**config.mk**
```make
export PLATFORM = sky130hd
export DESIGN_NAME = irq_aggregator
export DESIGN_NICKNAME = d
export VERILOG_FILES = /design/src/rtl/irq_aggregator.sv
export SDC_FILE = /design/constraint.sdc
export NUM_CORES = 1
export LEC_CHECK = 0
export BUFFER_PORTS_ARGS = -buffer_cell sky130_fd_sc_hd__buf_4
export CAP_MARGIN = 20
export CORE_MARGIN = 2
export CORE_UTILIZATION = 54
export CTS_CLUSTER_DIAMETER = 30
export DETAILED_ROUTE_END_ITERATION = 8
export GPL_ROUTABILITY_DRIVEN = 0
export PLACE_DENSITY = 0.84
export SLEW_MARGIN = 10
export SYNTH_ARGS = -nofsm -noshare
export SYNTH_HDL_FRONTEND = slang
export SYNTH_SLANG_ARGS = --single-unit
export TNS_END_PERCENT = 5
```
**constraint.sdc**
```tcl
create_clock -name clk -period 4.4 [get_ports clk]
set_input_delay 0.66 -clock clk [delete_from_list [all_inputs] [get_ports clk]]
set_output_delay 0.66 -clock clk [all_outputs]
set_load 0.01 [all_outputs]
```
**src/rtl/irq_aggregator.sv**
```systemverilog
module irq_aggregator #(
  parameter int NCHAN = 32,
  parameter int AW    = 20
) (
  input  logic             clk,
  input  logic             rst_n,
  input  logic [NCHAN-1:0] done_i,
  input  logic [AW-1:0]    reg_addr,
  input  logic             reg_we,
  input  logic [31:0]      reg_wdata,
  output logic [31:0]      reg_rdata,
  output logic             irq_o,
  output logic             addr32_o
);
  localparam logic [AW-1:0] OFS_STAT = AW'(20'h80000);
  localparam logic [AW-1:0] OFS_PEND = AW'(20'h80004);
  localparam logic [AW-1:0] OFS_ENAB = AW'(20'h80008);
  localparam logic [AW-1:0] OFS_ACTL = AW'(20'h00034);

  logic [NCHAN-1:0] status, enable, pending, clr;
  logic             irq_q, actl;

  wire wr_stat = reg_we && reg_addr == OFS_STAT;
  wire wr_enab = reg_we && reg_addr == OFS_ENAB;
  wire wr_actl = reg_we && reg_addr == OFS_ACTL;

  assign clr     = wr_stat ? reg_wdata[NCHAN-1:0] : '0;
  assign pending = status & enable;

  always_ff @(posedge clk) begin
    if (!rst_n) begin
      status <= '0;
      enable <= '0;
      actl   <= 1'b0;
      irq_q  <= 1'b0;
    end else begin
      status <= (status & ~clr) | done_i;
      if (wr_enab) enable <= reg_wdata[NCHAN-1:0];
      if (wr_actl) actl <= reg_wdata[0];
      irq_q <= |pending;
    end
  end

  always_comb begin
    reg_rdata = '0;
    unique case (reg_addr)
      OFS_STAT: reg_rdata[NCHAN-1:0] = status;
      OFS_PEND: reg_rdata[NCHAN-1:0] = pending;
      OFS_ENAB: reg_rdata[NCHAN-1:0] = enable;
      OFS_ACTL: reg_rdata[0]         = actl;
      default:  reg_rdata            = '0;
    endcase
  end

  assign irq_o    = irq_q;
  assign addr32_o = actl;

  // a done pulse always leaves its bit set
  p_done_sticky_r3: assert property (@(posedge clk) disable iff (!rst_n)
    (|done_i) |=> ((status & $past(done_i)) == $past(done_i)));

  // cleared bits without a coincident pulse read zero next cycle
  p_w1c_r4: assert property (@(posedge clk) disable iff (!rst_n)
    wr_stat |=> ((status & $past(reg_wdata[NCHAN-1:0] & ~done_i)) == '0));

  // interrupt line lags pending by one clock
  p_irq_lag_r8: assert property (@(posedge clk) disable iff (!rst_n)
    1'b1 |=> (irq_o == (|$past(reg_rdata[NCHAN-1:0] & {NCHAN{reg_addr == OFS_PEND}}))
              || reg_addr != OFS_PEND || $past(reg_addr) != OFS_PEND));

  // with the mask cleared the line falls and stays low
  p_mask_quiet_r7: assert property (@(posedge clk) disable iff (!rst_n)
    (enable == '0) |=> !irq_o);

  // a pending write loses no status bit and keeps the mask
  p_pend_write_r11: assert property (@(posedge clk) disable iff (!rst_n)
    (reg_we && reg_addr == OFS_PEND) |=>
      ((status & $past(status)) == $past(status)) && $stable(enable));
endmodule

```
==> flow_metrics.tcl, run 1 <==
set metrics [dict create \
    cts_made_buffers 9 \
    setup_tns_ns 0 \
    p_switching_mw 0.324 \
    cp_max_fo 16 \
    antenna_found_initial 0 \
    area_delta_synth_final_pct 30.1 \
    grt_pass1_vias 3840 \
    period_needed_ns 3.33 \
    slew_viol_final 0 \
    setup_viol 0 \
    die-area_sq_um 7190 \
    row_count 29 \
    power.density_nw_per_um2 267 \
    p_comb_share_pct 12.2 \
    relSlewSlack_pct 34.3 \
    power_frac_seq_pct 52.5 \
    drc 0 \
    pwr-share-clk_pct 35.3 \
    outcome "complete, no violations" \
    grt_max_degree 68 \
    synth_area_sq_um 3520 \
    syn_area_per_cell_sq_um 7.50 \
    p_int_mw 0.901 \
    port-buffer-count 120 \
    ant_nets 0 \
    cts_tree "done" \
    synth_top_area_share_pct 37.5 \
    dieWidth_um 84.8 \
    path_cells "buf_4, nor4_1, and4_1, nand2_1, buf_4, a21oi_1, buf_4" \
    async_flop_share_pct 0 \
    crit_top_cell "buf_4" \
    ys_warn_count 0 \
    post-place-ws_ns 1.19 \
    hp-class "reg2reg" \
    crit_arrival_ns 2.67 \
    nets 657 \
    total_power_mw 1.23 \
    vias_per_cell 6.15 \
    ys_seq_elements 66 \
    dr.pass1.iters 5 \
    drive_gt1_share_pct 25.6 \
    drtIter0Drc 343 \
    synth_ff_type "dfxtp_1" \
    clock_path_buffers 2 \
    stdcell_count 652 \
    leakage_nw 1.80 \
    cp.required_ns 3.74 \
    hold_buffers 0 \
    syn-instance-count 470 \
    yosys-top-cells-area "dfxtp_1 38%, o21ai_0 14%, nand4_1 6.7%, nor2b_1 5.9%, a21boi_0 5.8%" \
    syn_nets 557 \
    synth_cell_types 25 \
    crit_slowest_cell "nor4_1" \
    post_cts_buffers 0 \
    swShare_pct 26.5 \
    clk_pin_slew_worst_paths_ns 0.06 \
    wl_per_cell_um 17.4 \
    clkSinkCount 66 \
    utilization_pct 72.6 \
    htree_levels 3 \
    diodes 0 \
    die_h_um 84.8 \
    layout_worst_path_cycle_share_pct 75.6 \
    startpoint_type "primary input" \
    fill_cells 531 \
    max_freq_mhz 300 \
    max-vdd-ir-drop_mv 0.215 \
    cts_root_buf "clkbuf_8" \
    dpl.cell_count 636 \
    via_count 4012 \
    fin_skew_ns 0.00427 \
    synth-edff-count 0 \
    io_pins 121 \
    rsz0062_at_grt "false" \
    yosys.area.top_type "dfxtp_1" \
    grt_pass1_wl_um 18500 \
    crit_buf_inv 3 \
    dp_hpwl_um 7730 \
    routed_wl_um 11300 \
    yosysSeqAreaShare_pct 37.5 \
    globalRouteOverflowTotal 0 \
    track_usage_pct 31.5 \
    layout_setup_ws_ns 1.07 \
    core_sq_um 6310 \
    insertion_delay_ns 0.34 \
    hold_viol_final 0 \
    critical-path-top-delay-family "simple AND/OR/NAND/NOR gates" \
    end_kind "primary output" \
    initial_core_util_pct 55.8 \
    crit_type "in2out" \
    post_cts_resized 0 \
    slowest_delay_ns 0.50 \
    max_cap_viol_count 0 \
    worst_slew_pin_slew_ns 0.983 \
]
worst reg2reg max path: stages, from the launching register on:
cell and delay, ns:
dfxtp_1 0.34, a22oi_1 0.26, nand4_1 0.14, o41a_1 0.42
registers in the layout (all words and copies together), names as in the netlist:
register  count
status       32
enable       32
irq_o         1
addr32_o      1
metrics by stage:
step | cell area (sq um) | hold slack [ns]
after floorplan | 3520 | 0.458
after global placement | 4420 | 0.472
after detailed placement | 4420 | 0.482
after CTS | 4580 | 0.497
after global routing | 4580 | 0.505
final | 4580 | 0.497
kinds of logic after synthesis:
| group | share of synthesized area (%) |
|---|---|
| buf+inv | 8.24 |
| compound gates | 34.7 |
| flops | 37.5 |
| mux | 0.284 |
| simple gates | 19.3 |
worst paths after layout:
check | from | end | slack, ns | depth (start not counted)
setup / recovery | reg_addr[10] | reg_rdata[24] | 1.07 | 7
hold / removal | addr32_o | addr32_o | 0.50 | 2
setup reg to reg | status[13] | irq_o | 3.13 | 3
hold reg to reg | addr32_o | addr32_o | 0.50 | 2
cell type report:
type	instances	area (sq um)	share of cell area, %
Multi-Input combinational cell	332	1920	41.9
Sequential cell	66	1320	28.8
Tap cell	77	96.3	2.10
Timing Repair Buffer	128	961	21.0
Clock buffer	11	131	2.87
Inverter	33	124	2.70
Clock inverter	5	31.3	0.682
power by group through the flow:
stage / Sequential [mW] / Clock, mW / Combinational, mW
6_report: 0.643 / 0.433 / 0.149
5_1_grt: 0.645 / 0.465 / 0.164
4_1_cts: 0.642 / 0.437 / 0.148
3_5_place_dp: 0.655 / 0 / 0.147
3_3_place_gp: 0.654 / 0 / 0.142
2_1_floorplan: 0.645 / 0 / 0.0652
placed cells by master (no fill, tap or decap), drive strengths merged, types with 2 or more instances in the layout:
master	synthesis	layout
a21boi	32	32
a21oi	32	32
a22oi	16	16
a31oi	32	32
and4	2	2
buf	10	128
clkbuf	29	11
clkinv	0	4
dfxtp	66	66
inv	33	33
nand2	37	37
nand4	38	38
nor2	3	3
nor2b	33	33
nor3b	2	2
nor4	3	3
o21ai	96	96
synthesized netlist by cell type, types with 2 or more instances:
cell type,instances
clkbuf_1,29
inv_1,33
buf_2,7
a31oi_1,32
nor2_1,3
a21oi_1,32
nor4_1,2
dfxtp_1,66
and4_1,2
a22oi_1,16
a21boi_0,27
nand2_1,37
nor3b_1,2
nor2b_1,33
buf_4,3
nand4_1,38
o21ai_0,96
a21boi_1,5
layer usage:
| metal | vias up | track usage, % | wire length [um] |
|---|---|---|---|
| li1 | 1904 | - | - |
| met1 | 1844 | 40.6 | 4500 |
| met2 | 246 | 52.8 | 5450 |
| met3 | 18 | 6.39 | 1200 |
| met4 | 0 | 10.2 | 177 |
| met5 | - | 0 | 0 |
(Power assumes the default switching activity.)
==> run 2: changes to the inputs <==
--- a/config.mk
+++ b/config.mk
@@ -8,11 +8,11 @@
 export BUFFER_PORTS_ARGS = -buffer_cell sky130_fd_sc_hd__buf_4
 export CAP_MARGIN = 20
 export CORE_MARGIN = 2
-export CORE_UTILIZATION = 54
+export CORE_UTILIZATION = 50
 export CTS_CLUSTER_DIAMETER = 30
 export DETAILED_ROUTE_END_ITERATION = 8
 export GPL_ROUTABILITY_DRIVEN = 0
-export PLACE_DENSITY = 0.84
+export PLACE_DENSITY = 0.79
 export SLEW_MARGIN = 10
 export SYNTH_ARGS = -nofsm -noshare
 export SYNTH_HDL_FRONTEND = slang
==> constraint.sdc (replaced) <==
create_clock -name clk -period 3.2 [get_ports clk]
set_input_delay 0.48 -clock clk [delete_from_list [all_inputs] [get_ports clk]]
set_output_delay 0.48 -clock clk [all_outputs]
set_load 0.01 [all_outputs]
==> flow_metrics.tcl, run 2 (same netlist as run 1, synthesis figures left out) <==
set metrics [dict create \
    hold_buffers 0 \
    critical-path-top-delay-family "simple AND/OR/NAND/NOR gates" \
    layout_setup_ws_ns 0.709 \
    max_cap_viol_count 0 \
    reg2reg_to "irq_o" \
    cp.required_ns 2.72 \
    via_count 3990 \
    min_to "status[27]" \
    crit_type "in2out" \
    die-area_sq_um 7730 \
    antenna_found_initial 0 \
    track_usage_pct 29.2 \
    cts_tree "done" \
    path_cells "buf_4, nor4_1, and4_1, nand2_1, buf_4, a21oi_1, buf_4" \
    nets 661 \
    clk_pin_slew_worst_paths_ns 0.07 \
    wl_per_cell_um 16.7 \
    grt_pass1_wl_um 17600 \
    htree_levels 3 \
    utilization_pct 68.9 \
    cp_max_fo 31 \
    core_sq_um 6790 \
    dpl.cell_count 659 \
    period_needed_ns 2.49 \
    power.density_nw_per_um2 387 \
    startpoint_type "primary input" \
    insertion_delay_ns 0.34 \
    routed_wl_um 11300 \
    crit_arrival_ns 2.01 \
    leakage_nw 1.83 \
    initial_core_util_pct 51.9 \
    whs_ns 0.326 \
    slowest_delay_ns 0.43 \
    slew_viol_final 0 \
    crit_top_cell "buf_4" \
    drive_gt1_share_pct 26.3 \
    clock_path_buffers 2 \
    row_count 30 \
    dr.pass1.iters 6 \
    crit_buf_inv 3 \
    post_cts_resized 0 \
    post_cts_buffers 0 \
    globalRouteOverflowTotal 0 \
    max-vdd-ir-drop_mv 0.242 \
    fill_cells 600 \
    critical_path_depth 7 \
    drtIter0Drc 323 \
    post-place-ws_ns 0.719 \
    port-buffer-count 120 \
    cts_root_buf "clkbuf_8" \
    relSlewSlack_pct 59.9 \
    diodes 0 \
    largestRegisters "enable (32), status (32)" \
    max_freq_mhz 401 \
    layout_commonest_cell "buf_4" \
    outcome "complete, no violations" \
    fin_skew_ns 0.00610 \
    dp_hpwl_um 7560 \
    rsz0062_at_grt "false" \
    design_area_sq_um 4680 \
    vias_per_cell 5.91 \
    place_area_sq_um 4480 \
    hold_viol_final 0 \
    io_pins 121 \
    stdcell_count 675 \
    grt_max_degree 68 \
    r2r-start "status[27]" \
    hp-class "in2reg" \
    setup_viol 0 \
    ff2ff_path_depth 3 \
    grt_pass1_vias 3648 \
    end_kind "primary output" \
    die_h_um 87.9 \
    crit_slowest_cell "nor4_1" \
    rrSetupSlack_ns 1.89 \
    min_from "reg_wdata[27]" \
    layout_worst_path_cycle_share_pct 77.8 \
    ant_nets 0 \
    hold_depth 2 \
    total_power_mw 1.81 \
    clkSinkCount 66 \
    area_delta_synth_final_pct 32.8 \
    drc 0 \
    cts_made_buffers 9 \
    final_cell_mix "132 x buf_4, 96 x o21ai_0, 66 x dfxtp_1, 38 x nand4_1, 37 x nand2_1" \
    setup_tns_ns 0 \
    worst_slew_pin_slew_ns 0.601 \
    dieWidth_um 87.9 \
]
run 2: cell count changes in the layout (fill, tap and decap cells not counted):
cell	before	now
buf_4	128	132
clkinv_2	3	1
clkbuf_8	9	11
bufinv_16	0	1
clkinvlp_4	1	2
clkbuf_1	2	1
clkinv_4	1	0
run 2: power by group:
group,leakage [nW],internal [mW],switching (mW),total (mW)
Sequential,0.542,0.850,0.0316,0.882
Combinational,1.19,0.111,0.0983,0.210
Clock,0.0986,0.401,0.319,0.720
run 2: how the worst max path moves through the flow:
stage / start / to / slack [ns]
floorplan: reg_addr[10] / reg_rdata[10] / 1.03
finish: reg_addr[6] / reg_rdata[26] / 0.71
CTS: reg_addr[6] / reg_rdata[17] / 0.72
detailed placement: reg_addr[6] / reg_rdata[17] / 0.72
global placement: reg_addr[1] / reg_rdata[26] / 0.76
global route: reg_addr[6] / reg_rdata[26] / 0.55
run 2: metal layers:
metal | global-route usage (%) | wire (um)
met5 | 0 | 0
met1 | 37.5 | 4660
met2 | 48.7 | 5430
met4 | 9.23 | 123
met3 | 7.07 | 1040
run 2: layout make-up:
cell class                 count  area (sq um)  share of cell area (%)
inverter                      33           124                    2.65
timing repair buffer         132           991                    21.2
multi-input combinational    332          1920                    41.0
sequential                    66          1320                    28.2
tap                           96           120                    2.57
clock buffer                  12           155                    3.31
clock inverter                 4          50.0                    1.07
run 2: worst register-to-register path, stage by stage, from the launching register on:
cell and delay, ns:
dfxtp_1 0.35, a22oi_1 0.28, nand4_1 0.13, o41a_1 0.43
